`config.mk`:
```
export PLATFORM = sky130hd
export DESIGN_NAME = conv_half_enc
export DESIGN_NICKNAME = d
export VERILOG_FILES = /design/src/rtl/conv_half_pkg.sv /design/src/rtl/conv_half_mem.sv /design/src/rtl/conv_half_symgen.sv /design/src/rtl/conv_half_flush_ctrl.sv /design/src/rtl/conv_half_enc.sv
export SDC_FILE = /design/constraint.sdc
export NUM_CORES = 1
export LEC_CHECK = 0
export BUFFER_PORTS_ARGS = -buffer_cell sky130_fd_sc_hd__buf_2
export CORE_AREA = 2 2 39 41
export CTS_CLUSTER_SIZE = 12
export DETAILED_ROUTE_END_ITERATION = 16
export DIE_AREA = 0 0 41 43
export PLACE_DENSITY = 0.55
export SETUP_SLACK_MARGIN = 0.3
export SYNTH_ARGS = -nofsm -noshare
export SYNTH_HDL_FRONTEND = slang
export SYNTH_SLANG_ARGS = --single-unit
```
`constraint.sdc`:
```
create_clock -name clk -period 1 [get_ports clk]
set_input_delay 0 -clock clk [delete_from_list [all_inputs] [get_ports clk]]
set_output_delay 0 -clock clk [all_outputs]
set_load 0.01 [all_outputs]
```
`src/rtl/conv_half_pkg.sv`:
```
package conv_half_pkg;

    localparam int CONSTR_LEN = 3;
    localparam int MEM_LEN    = CONSTR_LEN - 1;
    localparam int NUM_OUT    = 2;

    // tap masks over the window {coded bit, D, D2}, coded bit at the MSB
    localparam logic [CONSTR_LEN-1:0] GEN_HI = 3'b111;
    localparam logic [CONSTR_LEN-1:0] GEN_LO = 3'b101;

    typedef enum logic {
        PH_MSG   = 1'b0,
        PH_FLUSH = 1'b1
    } phase_e;

    typedef struct packed {
        logic hi;
        logic lo;
    } sym_t;

    // generator 0 drives the most significant symbol bit
    function automatic logic [CONSTR_LEN-1:0] gen_poly(input int idx);
        return (idx == 0) ? GEN_HI : GEN_LO;
    endfunction

    function automatic logic tap_xor(input logic [CONSTR_LEN-1:0] window,
                                     input logic [CONSTR_LEN-1:0] mask);
        return ^(window & mask);
    endfunction

endpackage

```
`src/rtl/conv_half_mem.sv`:
```
module conv_half_mem #(
    parameter int MEM_LEN = conv_half_pkg::MEM_LEN
) (
    input  logic               clk,
    input  logic               rst,
    input  logic               shift_en,
    input  logic               shift_in,
    output logic [MEM_LEN-1:0] mem_q
);

    // mem_q[MEM_LEN-1] is the newest stage (D), mem_q[0] the oldest
    generate
        if (MEM_LEN == 1) begin : g_single
            always_ff @(posedge clk) begin
                if (rst)           mem_q <= '0;
                else if (shift_en) mem_q <= shift_in;
            end
        end else begin : g_chain
            always_ff @(posedge clk) begin
                if (rst)           mem_q <= '0;
                else if (shift_en) mem_q <= {shift_in, mem_q[MEM_LEN-1:1]};
            end
        end
    endgenerate

    assert_hold_when_idle_R10: assert property (@(posedge clk) disable iff (rst)
        !shift_en |=> $stable(mem_q));

    assert_newest_takes_bit_R4: assert property (@(posedge clk) disable iff (rst)
        shift_en |=> (mem_q[MEM_LEN-1] == $past(shift_in)));

endmodule

```
`src/rtl/conv_half_symgen.sv`:
```
module conv_half_symgen
    import conv_half_pkg::*;
#(
    parameter int MEM_LEN = conv_half_pkg::MEM_LEN,
    parameter int NUM_OUT = conv_half_pkg::NUM_OUT
) (
    input  logic               code_bit,
    input  logic [MEM_LEN-1:0] mem,
    output logic [NUM_OUT-1:0] sym
);

    localparam int WIN_W = MEM_LEN + 1;

    logic [WIN_W-1:0] window;
    assign window = {code_bit, mem};

    generate
        for (genvar g = 0; g < NUM_OUT; g++) begin : g_tap
            assign sym[NUM_OUT-1-g] = tap_xor(window, gen_poly(g));
        end
    endgenerate

endmodule

```
`src/rtl/conv_half_flush_ctrl.sv`:
```
module conv_half_flush_ctrl
    import conv_half_pkg::*;
#(
    parameter int MEM_LEN = conv_half_pkg::MEM_LEN
) (
    input  logic clk,
    input  logic rst,
    input  logic take,
    input  logic take_last,
    output logic ready,
    output logic flushing,
    output logic flush_final
);

    localparam int CNT_W = (MEM_LEN > 1) ? $clog2(MEM_LEN) : 1;
    localparam logic [CNT_W-1:0] CNT_LAST = CNT_W'(MEM_LEN - 1);

    phase_e           phase_q;
    logic [CNT_W-1:0] cnt_q;

    always_ff @(posedge clk) begin
        if (rst) begin
            phase_q <= PH_MSG;
            cnt_q   <= '0;
        end else begin
            unique case (phase_q)
                PH_MSG: begin
                    if (take && take_last) begin
                        phase_q <= PH_FLUSH;
                        cnt_q   <= '0;
                    end
                end
                PH_FLUSH: begin
                    if (cnt_q == CNT_LAST) begin
                        phase_q <= PH_MSG;
                        cnt_q   <= '0;
                    end else begin
                        cnt_q <= cnt_q + 1'b1;
                    end
                end
                default: phase_q <= PH_MSG;
            endcase
        end
    end

    assign ready       = (phase_q == PH_MSG);
    assign flushing    = (phase_q == PH_FLUSH);
    assign flush_final = flushing && (cnt_q == CNT_LAST);

    assert_flush_starts_R6: assert property (@(posedge clk) disable iff (rst)
        (take && take_last) |=> flushing);

    assert_flush_ends_R8: assert property (@(posedge clk) disable iff (rst)
        flush_final |=> ready);

endmodule

```
`src/rtl/conv_half_enc.sv`:
```
module conv_half_enc
    import conv_half_pkg::*;
(
    input  logic       clk,
    input  logic       rst,
    input  logic       in_bit,
    input  logic       in_valid,
    input  logic       in_last,
    output logic       in_ready,
    output logic [1:0] sym_out,
    output logic       sym_valid,
    output logic       done
);

    logic               take;
    logic               flushing;
    logic               flush_final;
    logic               step;
    logic               code_bit;
    logic [MEM_LEN-1:0] mem_q;
    logic [NUM_OUT-1:0] sym_next;
    sym_t               sym_q;
    logic               valid_q;
    logic               done_q;

    assign take     = in_valid && in_ready;
    assign step     = take || flushing;
    assign code_bit = flushing ? 1'b0 : in_bit;

    conv_half_flush_ctrl #(.MEM_LEN(MEM_LEN)) u_ctrl (
        .clk        (clk),
        .rst        (rst),
        .take       (take),
        .take_last  (in_last),
        .ready      (in_ready),
        .flushing   (flushing),
        .flush_final(flush_final)
    );

    conv_half_mem #(.MEM_LEN(MEM_LEN)) u_mem (
        .clk     (clk),
        .rst     (rst),
        .shift_en(step),
        .shift_in(code_bit),
        .mem_q   (mem_q)
    );

    conv_half_symgen #(.MEM_LEN(MEM_LEN), .NUM_OUT(NUM_OUT)) u_sym (
        .code_bit(code_bit),
        .mem     (mem_q),
        .sym     (sym_next)
    );

    always_ff @(posedge clk) begin
        if (rst) begin
            sym_q   <= '0;
            valid_q <= 1'b0;
            done_q  <= 1'b0;
        end else begin
            valid_q <= step;
            done_q  <= flush_final;
            if (step) sym_q <= sym_t'(sym_next);
        end
    end

    assign sym_out   = {sym_q.hi, sym_q.lo};
    assign sym_valid = valid_q;
    assign done      = done_q;

    assert_symbol_follows_take_R4: assert property (@(posedge clk) disable iff (rst)
        take |=> sym_valid);

    assert_idle_quiet_R10: assert property (@(posedge clk) disable iff (rst)
        (in_ready && !in_valid) |=> !sym_valid);

    assert_ready_low_flush_R7: assert property (@(posedge clk) disable iff (rst)
        (take && in_last) |=> !in_ready);

    assert_done_single_R8: assert property (@(posedge clk) disable iff (rst)
        done |=> !done);

    assert_done_with_symbol_R8: assert property (@(posedge clk) disable iff (rst)
        done |-> (sym_valid && in_ready));

    assert_state_cleared_R6: assert property (@(posedge clk) disable iff (rst)
        done |-> (mem_q == '0));

endmodule

```
* Word-level counts from Yosys, hierarchy flattened *
Index checks and enable logic that the tools add are counted.

storage, ports and cells
  bits in registers = 8
  bits in latches = 0
  RAM bits = 0
  bits in read-only memories = 0
  bits of input ports = 5
  output and inout port bits = 5
  word-level logic and storage cells = 23
  memories = 0

cells by class
  add/subtract/negate cells = 1
  $mul = 0
  divide/modulo/power cells = 0
  $lt $le $gt $ge = 0
  equality and inequality tests = 1
  shift operators = 0
  muxes and demuxes = 7
  bitwise logic cells = 1
  reductions and logical operators = 6

operators by type and width
  kind                 number
  $reduce_xor 3->1     2
  $mux 1               5
  $pmux 1 s2           2
  $logic_and 1x1->1    3
  $ne 2x1->1 const B   1
  $add 1x1->1 const B  1
  $logic_or 1x1->1     1
  $not 1->1            1

* Longest topological paths before layout *
  depth in word-level cells = 5
  depth in mapped cells = 4
  depth with buffers taken out = 3

* Hierarchy *
Synthesis repeated with hierarchy kept, for this count alone.

second synthesis, totals
  cells, all modules = 34
  area, all modules = 350.3 µm²

by module, submodules not included
  module                instances  cells an instance  area an instance (µm²)
  conv_half_enc         1          16                 168.9
  conv_half_flush_ctrl  1          10                 81.3
  conv_half_mem         1          6                  67.6
  conv_half_symgen      1          2                  32.5

* Least setup slack after synthesis *
OpenSTA, ideal clock, no wires.

  path type = register to register
  start = reg u_ctrl.phase_q (netlist: u_ctrl.flushing)
  end = reg sym_q, in the netlist sym_out[1]
  setup time = 0.128 ns
  arrival = 0.765 ns
  required time = 0.872 ns
  setup slack = 0.108 ns
  cell stages (with the launch flop) = 5
  period minus slack after synthesis = 0.892 ns
  cell sequence = dfxtp_1 > buf_6 > clkinv_1 > nand3_1 > o211ai_1

on the way
  cells in the longest elaborated chain, start to end = 3
  elaborated cells between the ends (all ways) = 5

ends and longest elaborated chain
  element                 line                        text
  start, declared         conv_half_flush_ctrl.sv:18  phase_e phase_q;
  start signal, assigned  conv_half_flush_ctrl.sv:23  phase_q <= PH_MSG;
  start signal, assigned  conv_half_flush_ctrl.sv:29  phase_q <= PH_FLUSH;
  start signal, assigned  conv_half_flush_ctrl.sv:35  phase_q <= PH_MSG;
  $not 1->1               conv_half_flush_ctrl.sv:46  assign ready = (phase_q == PH_MSG);
  via in_ready            conv_half_enc.sv:9          output logic in_ready,
  $logic_and 1x1->1       conv_half_enc.sv:26         assign take = in_valid && in_ready;
  $logic_or 1x1->1        conv_half_enc.sv:27         assign step = take || flushing;
  end signal, assigned    conv_half_enc.sv:62         if (step) sym_q <= sym_t'(sym_next);
  end, declared           conv_half_enc.sv:22         sym_t sym_q;

The timed path passes the listed nets, and every way through them passes these cells.
A chain may end at the register's enable or synchronous reset.

* Final worst setup path *
  start = reg u_ctrl.phase_q (netlist: u_ctrl.flushing)
  end = out in_ready

on the way
  cells in the longest elaborated chain, start to end = 1

ends and longest elaborated chain
  element        line
  $not 1->1      conv_half_flush_ctrl.sv:46
  end, declared  conv_half_enc.sv:9

Every way passes these cells.

==> impl_results.md <==
* I/O Buffers at 9
* Tot GR Track Use at 0.1102
* Die height at 43 um
* Largest cells by area after synthesis: dfxtp_1 43%, buf_6 9.0%, nor3b_2 6.7%
* Worst EP required at 1.00 ns
* Yosys reg bits at 8
* Max Root-Sink Buffers at 2
* Starting Density at 0.2712
* I/O pins at 10
* RSZ-0062 raised after global routing: yes
* Clk root buf: clkbuf_4
* Number of global-route vias before repair at 289
* GR Overflow Total at 0
* Dominant cell type by area after synthesis: dfxtp_1
* Leak at 0.2001 nW
* Starting DRC count in detailed routing at 8
* Largest net degree at the start of global routing at 12
* Worst hold path class: in2reg
* Worst Path Max Fanout at 6
* Slew @ Worst Pin at 0.2563 ns
* Post-synthesis sequential area ratio at 0.4267
* Worst Setup Start Kind: register
* DRT Pass-1 Iters at 5
* Post-Synthesis Cells at 41
* Final net count at 58
* Initial antenna violation count at 0
* Global-route wire length before repair at 1200 um
* Ys async rst share at 0
* Synth warnings at 0
* CTS tree: yes
* Syn Nets at 46
* EDFF count, synth at 0
* Worst-Skew Late Latency at 0.25 ns
* Main synth FF type: dfxtp_1
* Critical path arrival at 0.84 ns
* Slew Viols, Final at 0
* Via density at 4.806
* Critical Path End Type: output pin
* Setup violations, final at 0
* DIE WIDTH at 41 um
* Pwr dens at 1404 nW/um2
* Sw Share at 0.2642
* Wire per inst at 11.06 um
* Post-synthesis average cell area at 9.155 um2
* Relative slew slack at 0.8291
* Mapped Area at 375.4 um2
* Maxcap violations at 0
* Sequential Power Share at 0.482
* Core Region at 1384 um2
* Ant. Diodes at 0
* Row cnt at 14
* Routed wire length at 741 um
* Post-DP HPWL at 441.7 um
* Final Core Density at 0.3843
* Psw at 0.1973 mW
* Max VDD drop at 0.4200 mV
* Sink Count at 8
* Antenna-violating nets left at 0
* Area grow syn2layout at 41.67%
* Comb power frac at 0.185
* Top post-synthesis cells by count: 8 x dfxtp_1, 4 x a21oi_1, 4 x nor2_1, 3 x buf_6, 3 x nand3_1
* DIE AREA at 1763 um2
* Fin. Hold Viols at 0
* Clock slew at reported path FFs at 0.05 ns
* Clk network pwr share at 0.332
* Ratio of cells with drive above 1 in the final layout at 0.6471
* GP Congestion at 0.6825
* Final min period at 0.8379 ns
* Post-synth top area share at 0.4267
* Clock skew at 0.002627 ns
* Fin crit share at 0.8379
* Crit Path Class: reg2out
* Total number of vias at 322
* H-tree depth at 1
* TNS Setup at 0 ns
* F_max at 1.193 GHz
* Yosys cell types at 21
* Hold buffers post-CTS at 0
* Most frequent cell after synthesis: dfxtp_1
* P_int at 0.5494 mW
* Outcome: finished, final reports clean
* Residual DRC at 0
* Num CTS Buffers at 3
* Final hold slack at 0.04802 ns
## kinds of logic (layout without fill, tap and decap cells)
kind of cell	Yosys count	in the layout	synth area share
flops	8	8	0.4267
buf+inv	5	15	0.1100
xor+xnor	1	1	0.02334
compound gates	9	9	0.1300
mux	1	1	0.02667
simple gates	17	17	0.2833
## per-layer routing
layer  vias up  global-route usage  routed length, um  share of wire
met5         -                   0                  0              0
met4         0              0.1267                 17          0.023
met3         2             0.03141                 27          0.036
met2         8              0.1594                415           0.56
met1       150              0.1086                282           0.38
li1        162                   -                  -              -
## final timing paths
| path | from | endpoint | slack, ns | depth (start not counted) |
|---|---|---|---|---|
| worst max-delay path | u_ctrl.flushing$_SDFF_PP0_ | in_ready | 0.16 | 2 |
| worst max register to register | u_ctrl.flushing$_SDFF_PP0_ | sym_out[1]$_SDFFE_PP0P_ | 0.17 | 3 |
| worst min register to register | u_mem.mem_q[0]$_SDFFE_PP0P_ | sym_out[0]$_SDFFE_PP0P_ | 0.50 | 2 |
| worst min-delay path | in_last | u_ctrl.flushing$_SDFF_PP0_ | 0.05 | 3 |
## critical path, cell delays in order (launching register included)
cell and delay [ns]:
dfxtp_4 0.39, clkinv_4 0.08, buf_6 0.12
## cells in the final DEF, fill, tap and decap left out, drive strengths merged, types with 2 or more instances in the layout
master / instances
buf: 10
dfxtp: 8
nor2: 4
a21oi: 4
nand3: 3
clkbuf: 3
o21ai: 3
nand2: 2
nor3b: 2
nor2b: 2
## power by group through the flow
stage | logic, mW | clock network (mW) | registers [mW]
final | 0.138 | 0.248 | 0.360
after global routing | 0.153 | 0.287 | 0.363
after CTS | 0.128 | 0.268 | 0.357
after detailed placement | 0.0896 | 0 | 0.361
after global placement | 0.0897 | 0 | 0.361
after floorplan | 0.0741 | 0 | 0.359
## stage by stage
step	power, mW	area, um2	setup WS [ns]	instances
floorplan	0.4333	376.6	0.1696	41
global placement	0.4509	407.9	0.08405	63
detailed placement	0.4505	407.9	0.06181	63
CTS	0.7530	503.0	0.1509	67
global route	0.8027	531.8	0.08607	67
finish	0.7467	531.8	0.1621	67
## flip-flops by register name, summed over array words and instances, names as in the netlist
register         count
sym_out              2
done                 1
u_ctrl.flushing      1
u_mem.mem_q          2
u_ctrl.cnt_q         1
sym_valid            1
## cell type report
type / instances / area [um2]
inverters: 2 / 12.51
clock buffers: 3 / 22.52
multi-input cells: 28 / 222.7
fillers: 142 / 852.1
flip-flops and latches: 8 / 172.7
well taps: 16 / 20.02
repair buffers: 10 / 81.33
## timing repair
item	4_1_cts	5_1_grt
gates cloned	0	0
pin swaps	7	3
setup endpoints to repair	11	13
gates resized for setup	20	8
setup buffers	1	0
(Power assumes the default switching activity.)
